**src/rtl/isa_xlate_pkg.sv**
```systemverilog
`timescale 1ns/1ps
package isa_xlate_pkg;
   typedef enum logic [1:0] {
      SZ_BYTE = 2'd0,
      SZ_HALF = 2'd1,
      SZ_WORD = 2'd2,
      SZ_RSVD = 2'd3
   } xfer_size_e;
endpackage

```
**src/rtl/isa_addr_remap.sv**
```systemverilog
`timescale 1ns/1ps
module isa_addr_remap #(
   parameter int ADDR_W     = 32,
   parameter int PORT_W     = 16,
   parameter int WIN_BITS   = 23,
   parameter logic [ADDR_W-1:0] WIN_BASE = 32'h8000_0000,
   parameter int SPARSE_KEEP = 5,
   parameter int SPARSE_FROM = 12
) (
   input  logic [ADDR_W-1:0] addr,
   input  logic              sparse,
   output logic              hit,
   output logic [PORT_W-1:0] port
);
   localparam int HI_W = WIN_BITS - SPARSE_FROM;

   if (HI_W + SPARSE_KEEP != PORT_W) begin : g_bad_sparse
      $error("sparse fields must fill the port width exactly");
   end
   if (PORT_W > WIN_BITS || WIN_BITS >= ADDR_W) begin : g_bad_window
      $error("window and port widths inconsistent");
   end

   logic [PORT_W-1:0] flat_port;
   logic [PORT_W-1:0] sparse_port;

   assign hit         = (addr[ADDR_W-1:WIN_BITS] == WIN_BASE[ADDR_W-1:WIN_BITS]);
   assign flat_port   = addr[PORT_W-1:0];
   assign sparse_port = {addr[WIN_BITS-1:SPARSE_FROM], addr[SPARSE_KEEP-1:0]};
   assign port        = sparse ? sparse_port : flat_port;
endmodule

```
**src/rtl/isa_lane_swap.sv**
```systemverilog
`timescale 1ns/1ps
module isa_lane_swap
   import isa_xlate_pkg::*;
#(
   parameter int DATA_W = 32,
   parameter bit SWAP_EN = 1'b1
) (
   input  logic [DATA_W-1:0] din,
   input  logic [1:0]        size,
   input  logic              be,
   output logic [DATA_W-1:0] dout
);
   localparam int LANES = DATA_W / 8;

   if (DATA_W % 8 != 0 || LANES < 2) begin : g_bad_width
      $error("data width must be a multiple of 8 and at least 16");
   end

   if (SWAP_EN) begin : g_swap
      logic [DATA_W-1:0] rev;
      logic [DATA_W-1:0] hsw;
      for (genvar i = 0; i < LANES; i++) begin : g_lane
         assign rev[i*8 +: 8] = din[(LANES-1-i)*8 +: 8];
         if (i < 2) begin : g_low
            assign hsw[i*8 +: 8] = din[(1-i)*8 +: 8];
         end else begin : g_pass
            assign hsw[i*8 +: 8] = din[i*8 +: 8];
         end
      end
      always_comb begin
         if (!be) begin
            dout = din;
         end else begin
            case (xfer_size_e'(size))
               SZ_BYTE: dout = din;
               SZ_HALF: dout = hsw;
               default: dout = rev;
            endcase
         end
      end
   end else begin : g_noswap
      assign dout = din;
   end
endmodule

```
**src/rtl/isa_xlate_ctrl.sv**
```systemverilog
`timescale 1ns/1ps
module isa_xlate_ctrl #(
   parameter int PORT_W = 16,
   parameter int DATA_W = 32
) (
   input  logic              clk,
   input  logic              rst_n,
   input  logic              start,
   input  logic              start_we,
   input  logic [1:0]        start_size,
   input  logic [PORT_W-1:0] start_port,
   input  logic [DATA_W-1:0] start_wdata,
   input  logic              start_be,
   input  logic              isa_ack,
   input  logic [DATA_W-1:0] rd_swapped,
   output logic              busy,
   output logic              be_q,
   output logic              isa_rd,
   output logic              isa_wr,
   output logic [PORT_W-1:0] isa_port,
   output logic [1:0]        isa_size,
   output logic [DATA_W-1:0] isa_wdata,
   output logic              cpu_done,
   output logic              cpu_rvalid,
   output logic [DATA_W-1:0] cpu_rdata
);
   always_ff @(posedge clk or negedge rst_n) begin
      if (!rst_n) begin
         busy       <= 1'b0;
         be_q       <= 1'b0;
         isa_rd     <= 1'b0;
         isa_wr     <= 1'b0;
         isa_port   <= '0;
         isa_size   <= '0;
         isa_wdata  <= '0;
         cpu_done   <= 1'b0;
         cpu_rvalid <= 1'b0;
         cpu_rdata  <= '0;
      end else begin
         cpu_done   <= 1'b0;
         cpu_rvalid <= 1'b0;
         if (!busy && start) begin
            busy      <= 1'b1;
            isa_rd    <= !start_we;
            isa_wr    <= start_we;
            isa_port  <= start_port;
            isa_size  <= start_size;
            isa_wdata <= start_wdata;
            be_q      <= start_be;
         end else if (busy && isa_ack) begin
            busy     <= 1'b0;
            isa_rd   <= 1'b0;
            isa_wr   <= 1'b0;
            cpu_done <= 1'b1;
            if (isa_rd) begin
               cpu_rvalid <= 1'b1;
               cpu_rdata  <= rd_swapped;
            end
         end
      end
   end
endmodule

```
**src/rtl/isa_io_xlate.sv**
```systemverilog
`timescale 1ns/1ps
module isa_io_xlate #(
   parameter int ADDR_W      = 32,
   parameter int DATA_W      = 32,
   parameter int PORT_W      = 16,
   parameter int WIN_BITS    = 23,
   parameter logic [ADDR_W-1:0] WIN_BASE = 32'h8000_0000,
   parameter int SPARSE_KEEP = 5,
   parameter int SPARSE_FROM = 12,
   parameter bit SWAP_EN     = 1'b1
) (
   input  logic              clk,
   input  logic              rst_n,
   input  logic              cpu_req,
   input  logic              cpu_we,
   input  logic [ADDR_W-1:0] cpu_addr,
   input  logic [1:0]        cpu_size,
   input  logic [DATA_W-1:0] cpu_wdata,
   output logic              cpu_ready,
   output logic              cpu_done,
   output logic              cpu_rvalid,
   output logic [DATA_W-1:0] cpu_rdata,
   input  logic              map_sparse,
   input  logic              big_endian,
   output logic [PORT_W-1:0] isa_port,
   output logic [1:0]        isa_size,
   output logic [DATA_W-1:0] isa_wdata,
   output logic              isa_rd,
   output logic              isa_wr,
   input  logic              isa_ack,
   input  logic [DATA_W-1:0] isa_rdata
);
   logic              hit;
   logic              busy;
   logic              be_q;
   logic [PORT_W-1:0] port_next;
   logic [DATA_W-1:0] wdata_swapped;
   logic [DATA_W-1:0] rdata_swapped;

   isa_addr_remap #(
      .ADDR_W(ADDR_W), .PORT_W(PORT_W), .WIN_BITS(WIN_BITS),
      .WIN_BASE(WIN_BASE), .SPARSE_KEEP(SPARSE_KEEP), .SPARSE_FROM(SPARSE_FROM)
   ) u_remap (
      .addr(cpu_addr), .sparse(map_sparse), .hit(hit), .port(port_next)
   );

   isa_lane_swap #(.DATA_W(DATA_W), .SWAP_EN(SWAP_EN)) u_wswap (
      .din(cpu_wdata), .size(cpu_size), .be(big_endian), .dout(wdata_swapped)
   );

   isa_lane_swap #(.DATA_W(DATA_W), .SWAP_EN(SWAP_EN)) u_rswap (
      .din(isa_rdata), .size(isa_size), .be(be_q), .dout(rdata_swapped)
   );

   isa_xlate_ctrl #(.PORT_W(PORT_W), .DATA_W(DATA_W)) u_ctrl (
      .clk(clk), .rst_n(rst_n),
      .start(cpu_req && hit), .start_we(cpu_we), .start_size(cpu_size),
      .start_port(port_next), .start_wdata(wdata_swapped), .start_be(big_endian),
      .isa_ack(isa_ack), .rd_swapped(rdata_swapped),
      .busy(busy), .be_q(be_q),
      .isa_rd(isa_rd), .isa_wr(isa_wr), .isa_port(isa_port), .isa_size(isa_size),
      .isa_wdata(isa_wdata), .cpu_done(cpu_done), .cpu_rvalid(cpu_rvalid),
      .cpu_rdata(cpu_rdata)
   );

   assign cpu_ready = !busy;
endmodule

```
**config.mk**
```make
export PLATFORM = sky130hd
export DESIGN_NAME = isa_io_xlate
export DESIGN_NICKNAME = d
export VERILOG_FILES = /design/src/rtl/isa_xlate_pkg.sv /design/src/rtl/isa_addr_remap.sv /design/src/rtl/isa_lane_swap.sv /design/src/rtl/isa_xlate_ctrl.sv /design/src/rtl/isa_io_xlate.sv
export SDC_FILE = /design/constraint.sdc
export NUM_CORES = 1
export LEC_CHECK = 0
export ABC_AREA = 0
export CORE_ASPECT_RATIO = 0.8
export CORE_MARGIN = 2
export CORE_UTILIZATION = 60
export CTS_BUF_LIST = sky130_fd_sc_hd__clkbuf_16
export DETAILED_ROUTE_END_ITERATION = 10
export DONT_BUFFER_PORTS = 1
export MAX_ROUTING_LAYER = met4
export PLACE_DENSITY = 0.76
export SKIP_CTS_REPAIR_TIMING = 1
export SLEW_MARGIN = 20
export SYNTH_ARGS = -nofsm -noshare
export SYNTH_HDL_FRONTEND = slang
export SYNTH_SLANG_ARGS = --single-unit
```
**constraint.sdc**
```tcl
create_clock -name clk -period 6.08 [get_ports clk]
set_input_delay 0.608 -clock clk [delete_from_list [all_inputs] [get_ports clk]]
set_output_delay 0.608 -clock clk [all_outputs]
set_load 0.03 [all_outputs]
```
==> results of run 1 <==
[stage by stage]
stage / hold slack (ns) / util (%) / setup WS [ns] / std cells / cell area (um^2)
after floorplan: 0.3124 / - / 3.754 / 432 / 4653
after global placement: 0.3137 / 61.74 / 3.021 / 498 / 4607
after detailed placement: 0.3135 / 61.74 / 2.995 / 498 / 4607
after CTS: -0.04188 / 65.63 / 3.174 / 514 / 4897
after global routing: 0.1995 / 66.10 / 3.443 / 515 / 4932
final: 0.1694 / 66.10 / 3.535 / 515 / 4932
[worst register-to-register path: stages, from the launching register on]
cell and delay (ns):
dfrtp_1 0.41, or4_1 0.84, or3_4 0.78, o41ai_2 0.42
[registers in the layout (all words and copies together) (netlist names)]
name	flops
u_ctrl.be_q	1
u_ctrl.busy	1
u_ctrl.cpu_done	1
u_ctrl.cpu_rdata	32
u_ctrl.cpu_rvalid	1
u_ctrl.isa_port	16
u_ctrl.isa_rd	1
u_ctrl.isa_size	2
u_ctrl.isa_wdata	32
u_ctrl.isa_wr	1
[worst max-delay path by stage]
stage | depth (start not counted) | start | end | slack (ns)
after floorplan | 6 | cpu_addr[26] | u_ctrl.isa_wdata[15] | 3.75
after global placement | 3 | cpu_addr[26] | u_ctrl.isa_port[0] | 3.02
after detailed placement | 3 | cpu_addr[24] | u_ctrl.isa_port[13] | 2.99
after CTS | 3 | u_ctrl.busy | u_ctrl.isa_wdata[15] | 3.17
after global routing | 3 | u_ctrl.busy | u_ctrl.isa_wdata[1] | 3.44
final | 3 | u_ctrl.busy | u_ctrl.isa_wdata[15] | 3.54
[placed cells by master (no fill, tap or decap), types with 2 or more instances in the layout]
| cell type | count |
|---|---|
| nor2b_1 | 2 |
| o31ai_1 | 43 |
| nor3_1 | 2 |
| or2_2 | 16 |
| dfrtp_1 | 87 |
| clkbuf_16 | 9 |
| a21oi_1 | 17 |
| mux2i_1 | 17 |
| o22ai_1 | 15 |
| clkinvlp_4 | 3 |
| o21ai_0 | 34 |
| nand2_1 | 33 |
| nand3b_1 | 15 |
| o221ai_1 | 15 |
| buf_4 | 2 |
| mux2_2 | 63 |
| or3_1 | 13 |
| inv_1 | 5 |
[synthesized netlist by cell type]
library cell  number  share of area (%)
inv_1              3               0.24
clkbuf_1          26                2.1
buf_2              2               0.22
nand3_1            1               0.11
nand2b_1           1               0.13
mux2_2            63                 15
nor2b_1            2               0.27
and2_1             1               0.13
and3b_1            1               0.19
o31ai_1           43                6.9
or3_1             14                1.9
a22o_1             1               0.19
o221ai_1          15                2.8
nor3_1             2               0.22
dfrtp_1           88                 47
o41ai_1            1               0.19
or3b_2             1               0.19
nor3b_1            1               0.16
o21ai_0           34                3.7
nor4bb_1           1               0.22
buf_1              8               0.65
or4b_1             1               0.22
buf_6              5                1.2
o41ai_2            1               0.35
or2_2             16                2.2
o32ai_1            1               0.19
nand3b_1          15                2.4
mux2i_1           17                3.7
o22ai_1           15                2.0
or4_1              1               0.16
a21oi_1           17                1.8
nand2_1           34                2.7
[report_power, final]
group          internal [mW]  leakage [nW]  total (mW)  switching, mW
registers              0.595          1.22       0.626         0.0310
logic                 0.0408         0.871      0.0773         0.0366
clock network          0.315         0.140       0.533          0.219
total                  0.950          2.24        1.24          0.286
[cell families after synthesis]
family,count (synthesis),share of synthesized area (%)
mux,80,18.90
buf+inv,44,4.410
simple gates,92,11.19
flops,88,47.32
compound gates,128,18.18
[layout make-up]
cell class,instances,area [um^2]
flip-flops and latches,88,2203
repair buffers,3,42.54
well taps,105,131.4
inverters,3,11.26
fillers,611,2530
clock inverters,7,65.06
multi-input cells,300,2253
clock buffers,9,225.2
[metal layers]
layer | vias to the layer above | wire [um] | share of wire [%]
met3 | 12 | 1139 | 10
met4 | 0 | 131 | 1.2
met2 | 165 | 5249 | 47
met5 | - | 0 | 0
li1 | 1565 | - | -
met1 | 1615 | 4608 | 41
==> summary.md, run 1 <==
- 3 — count of cells along the worst register-to-register path
- 0 — number of maximum-capacitance constraint violations
- input port to async pin — kind of path behind the tightest hold check
- 16730 um — wire length of the first global-routing pass
- 21.61 um — Routed WL per cell
- 2.235 nW — reported leakage power
- clkbuf_16 — cell at the root of the clock tree
- 3217 — via count of the first global-routing pass
- 0 — total gr overflow
- or4_1 — Critical Path Slowest Stage Cell
- simple AND/OR/NAND/NOR gates — CP delay by family, top
- 510 — Layout Nets
- 1.027 ns — actual transition at the worst max-transition pin
- 8.670% — met3 usage in global routing
- 47.32% — share of the yosys chip area belonging to registers
- 0.006063 ns — skew final
- 11130 um — total length of routed wires
- 0 — number of nets with antenna violations after detailed routing
- finished, final reports clean — outcome
- 102.5 um — DIE WIDTH
- 2.77 ns — arrival time of the worst setup path
- u_ctrl.isa_wdata[15] — capture instance of the worst register-to-register path
- 2.545 ns — minimum clock period after layout
- 88 — number of synthesized register bits
- 0 — number of warnings issued by yosys
- flip-flop — CP startpoint kind
- 4653 um^2 — Synth Cell Area
- 0.7680 — routability cong.
- 31.55% — headroom to the max-slew limit
- 0 — final setup violation count
- 0 — total inserted antenna cells
- 1.236 mW — Total Power Consumption
- 219 — DRT iter0 DRCs
- 7 — Pre-antenna DRT Iters
- 3357 — number of vias after detailed routing
- 34.56% — GR Util met1
- 0 — pins over their slew limit
- 0 — Remaining DRCs
- 537 — total nets after synthesis
- 26.38% — Total Routing Usage GR
- 9 — number of buffers created by CTS
- 393.0 MHz — Max Clock Freq
- 88 — number of clock sinks
- 250.7 nW/um^2 — power per standard cell area
- 0 — Final Hold Viols
- 0 ns — setup_tns
- 24.63% — ratio of cells with drive above 1 in the final layout
- 62.36% — starting density of the core
- 3 — H-tree levels
- 39.74% — met2 layer usage reported by global route
- 5.996% — Area Growth Syn to Fin
- 0 — Buf+Inv Stages, Crit Path
- 7462 um^2 — area inside the core boundary
- 8480 um^2 — floorplan die area
- 54 — CP max FO
- 32 — number of distinct library cells after synthesis
- 0.33 ns — clk_lat worst skew
- 10.77 um^2 — mean cell area of the mapped netlist
- 82.77 um — die boundary height
- 41.85% — share of the clock period used by the worst path after layout
- no — setup repair after global routing missed its margin
- 0 — Port-buffer cells
- 6.518 — drt via density
- 432 — synthesized instance count
- met2 — highest-utilization routing layer at the global route stage
- 0 — initial antenna violation count
- 0.1761 mV — maximum resistive drop on vdd
- 6.31 ns — Req. time, crit path
- flip-flop to flip-flop — WS Path Type
- flip-flop — CP endpoint kind
- 28 — placement row count
- built — TritonCTS clock tree
- or4_1 -> or3_4 -> o41ai_2 — cells along the critical path
- 0.06 ns — clock transition at the registers of the reported paths
- 89 — pin count of the biggest net entering global routing
- 192 — total I/O pin count
- 2 — maximum root-to-sink buffer count
- 7642 um — Detail Placement HPWL
- 0.84 ns — delay contributed by the slowest stage of the critical path
- 3.54 ns — setup slack of the most critical reg-to-reg path
- u_ctrl.busy — startpoint of the worst register-to-register path
No activity file was read; power rests on OpenSTA's default activity.
==> inputs of run 2 (changes only) <==
--- a/config.mk
+++ b/config.mk
@@ -5,10 +5,10 @@
 export SDC_FILE = /design/constraint.sdc
 export NUM_CORES = 1
 export LEC_CHECK = 0
-export ABC_AREA = 0
+export ABC_AREA = 1
 export CORE_ASPECT_RATIO = 0.8
 export CORE_MARGIN = 2
-export CORE_UTILIZATION = 60
+export CORE_UTILIZATION = 58
 export CTS_BUF_LIST = sky130_fd_sc_hd__clkbuf_16
 export DETAILED_ROUTE_END_ITERATION = 10
 export DONT_BUFFER_PORTS = 1
==> constraint.sdc (replaced) <==
create_clock -name clk -period 2.08 [get_ports clk]
set_input_delay 0.208 -clock clk [delete_from_list [all_inputs] [get_ports clk]]
set_output_delay 0.208 -clock clk [all_outputs]
set_load 0.03 [all_outputs]
==> summary.md, run 2 <==
- 8739 um — Detail Placement HPWL, +14%
- 107.3 um — DIE WIDTH, +4.7%
- 3825 — via count of the first global-routing pass, +19%
- 59.18% — starting density of the core, -3.2 points
- dfrtp_1 44%, nand2_1 12%, nand3_1 7.2% — synth top area cells
- 88 — number of clock sinks, unchanged
- flip-flop — CP startpoint kind
- dfrtp_1 — cell type with the largest total area after synthesis
- 0.06 ns — clock transition at the registers of the reported paths, about the same
- 1.563 ns — minimum clock period after layout, -0.9819 ns
- 75.13% — share of the clock period used by the worst path after layout, +33 points
- nand2_1 — dominant cell by count in the synthesized netlist
- 5 — Pre-antenna DRT Iters, -2
- 0.005524 ns — skew final, -0.0005388 ns
- no — setup repair after global routing missed its margin
- 0 — number of nets with antenna violations after detailed routing, unchanged
- 12.58% — ratio of cells with drive above 1 in the final layout, -12 points
- 3 — H-tree levels, unchanged
- dfrtp_1 — Critical Path Slowest Stage Cell
- clkbuf_16 — cell at the root of the clock tree
- 0 — total gr overflow, unchanged
- 0.33 ns — clk_lat worst skew, about the same
- 4124 — number of vias after detailed routing, +23%
- 158 x nand2_1, 88 x dfrtp_1, 71 x nand3_1 — most common library cells after synthesis
- 66.58% — headroom to the max-slew limit, +35 points
- 728 — Layout Nets, +43%
- -0.4269 ns — final-layout worst hold slack, -0.5963 ns
- 0 ns — setup_tns, unchanged
- 7.704 um^2 — mean cell area of the mapped netlist, -28%
- 0 — number of enable flip-flop cells after synthesis, unchanged
- u_ctrl.cpu_rdata (32), u_ctrl.isa_wdata (32), u_ctrl.isa_port (16) — registers with the most flip-flops
- 0 — Remaining DRCs, unchanged
- 16.44 um — Routed WL per cell, -24%
- 86.66 um — die boundary height, +4.7%
- 23 — number of distinct library cells after synthesis, -28%
- 44.46% — proportion of netlist area held by the largest area contributor, -2.9 points
- 3.823 mW — Total Power Consumption, +210%
- 0.8911 — routability cong., +16%
- 9 — number of buffers created by CTS, unchanged
- 742 — fill cell instance count of the final layout, +21%
- flip-flop to flip-flop — WS Path Type
- 8371 um^2 — area inside the core boundary, +12%
- 0 — final setup violation count, unchanged
- 1.78 ns — arrival time of the worst setup path, -0.99 ns
- 748 — total nets after synthesis, +39%
- 12170 um — total length of routed wires, +9.3%
- 88 — number of synthesized register bits, unchanged
- 0 — initial antenna violation count, unchanged
- nor2_1 -> nand2_2 -> nor2_8 -> nand2_4 -> buf_12 -> nand2_1 -> o21ai_2 — cells along the critical path
- 158 x nand2_1, 88 x dfrtp_1, 71 x nand3_1, 65 x nor2_1, 58 x inv_1 — most frequent cells in the layout
- 0 — total inserted antenna cells, unchanged
- flip-flop — CP endpoint kind
- 2.806 nW — reported leakage power, +26%
- finished, violations left — outcome
- hold timing — failing checks
- 0.42 ns — delay contributed by the slowest stage of the critical path, -0.42 ns
- 2.29 ns — Req. time, crit path, -4.02 ns
- 736.7 nW/um^2 — power per standard cell area, +190%
- 0 — pins over their slew limit, unchanged
- 2 — maximum root-to-sink buffer count, unchanged
- 4.749% — Area Growth Syn to Fin
- 192 — total I/O pin count, unchanged
- 88 — Final Hold Viols, +88
- 27.44% — Total Routing Usage GR, +1.1 points
- input port to async pin — kind of path behind the tightest hold check
- 100.0% — share of flip-flops with an asynchronous set or reset after synthesis, unchanged
- 39 — CP max FO, -28%
- 639.9 MHz — Max Clock Freq, +63%
- built — TritonCTS clock tree
- 0 — number of maximum-capacitance constraint violations, unchanged
- 5.573 — drt via density, -15%
- 9301 um^2 — floorplan die area, +9.7%
- 19320 um — wire length of the first global-routing pass, +15%
- dfrtp_1 — flip-flop cell with the highest count after synthesis
- 0 — Port-buffer cells, unchanged
- 0 — number of warnings issued by yosys, unchanged
- 0.4579 mV — maximum resistive drop on vdd, +160%
- 0.5005 ns — actual transition at the worst max-transition pin, -0.5262 ns
- 4954 um^2 — Synth Cell Area, +6.5%
- 44.46% — share of the yosys chip area belonging to registers, -2.9 points
- nand2_1 — most common cell after layout, fill and taps aside
- 643 — synthesized instance count, +49%
- 89 — pin count of the biggest net entering global routing, unchanged
- 399 — DRT iter0 DRCs, +82%
- 30 — placement row count, +7.1%
==> run 2: cell count changes in the layout (fill, tap and decap cells not counted), moves of 17 or more <==
cell     before  now
a21oi_1      17   39
inv_1         5   58
mux2_2       63    0
mux2i_1      17    0
nand2_1      33  158
nand3_1       1   71
nor2_1        0   65
o21a_1        0   27
o21ai_2       0   27
o31ai_1      43    0
==> run 2: path summary, 6_finish.rpt <==
| path | startpoint | endpoint | slack (ns) | depth (start not counted) |
|---|---|---|---|---|
| worst min-delay path | rst_n | u_ctrl.isa_wdata[15] | -0.43 | 0 |
| max in group asynchronous | rst_n | u_ctrl.isa_wdata[16] | 2.38 | 0 |
| min in group clk | isa_rdata[12] | u_ctrl.cpu_rdata[20] | 0.01 | 2 |
| worst max-delay path | u_ctrl.busy | u_ctrl.isa_wdata[26] | 0.52 | 7 |
| worst min register to register | u_ctrl.be_q | u_ctrl.be_q | 0.52 | 2 |
| worst max register to register | u_ctrl.busy | u_ctrl.isa_wdata[26] | 0.52 | 7 |
==> run 2: cell families (layout without fill, tap and decap cells) <==
| family | after synthesis | after routing | synth area share, % |
|---|---|---|---|
| and+or+nand+nor | 321 | 321 | 28.26 |
| AOI/OAI and AO/OA | 134 | 134 | 16.95 |
| buffers and inverters | 100 | 85 | 10.33 |
| DFF | 88 | 88 | 44.46 |
==> run 2: cell type report <==
type                       count  area (um^2)  share of cell area, %
multi-input combinational    455         2240                  43.16
timing repair buffer           7        77.57                  1.495
tap                          112        140.1                  2.701
inverter                      62        234.0                  4.509
clock buffer                   9        225.2                  4.340
sequential                    88         2202                  42.44
clock inverter                 7        70.07                  1.350
==> run 2: report_power, final <==
group / internal [mW] / switching [mW] / total (mW)
Sequential: 1.77 / 0.166 / 1.94
Clock: 0.933 / 0.670 / 1.60
Combinational: 0.113 / 0.172 / 0.285
==> run 2: per-stage QoR <==
stage | instance area (um^2) | cells | setup slack [ns] | utilization (%) | hold WS (ns)
2_1_floorplan | 4954 | 643 | 0.7416 | - | -0.08759
3_3_place_gp | 4893 | 724 | 0.5383 | 58.46 | -0.08557
3_5_place_dp | 4893 | 724 | 0.5235 | 58.46 | -0.08582
4_1_cts | 5189 | 740 | 0.5161 | 61.99 | -0.4368
5_1_grt | 5189 | 740 | 0.3674 | 61.99 | -0.4504
6_report | 5189 | 740 | 0.5172 | 61.99 | -0.4269
==> run 2: layer usage <==
layer  routed length [um]  vias to the layer above  track usage (%)
li1                     -                     2013                -
met1                 5437                     1881            38.72
met4                  263                        0            8.028
met5                    0                        -                -
met3                 1265                       22            8.421
met2                 5202                      208            38.09
==> run 2: critical path: cells and delay by family (launching register included) <==
family | cells | cell delay (ns)
simple gates | 5 | 0.72
flops | 1 | 0.42
buf+inv | 1 | 0.25
compound gates | 1 | 0.06
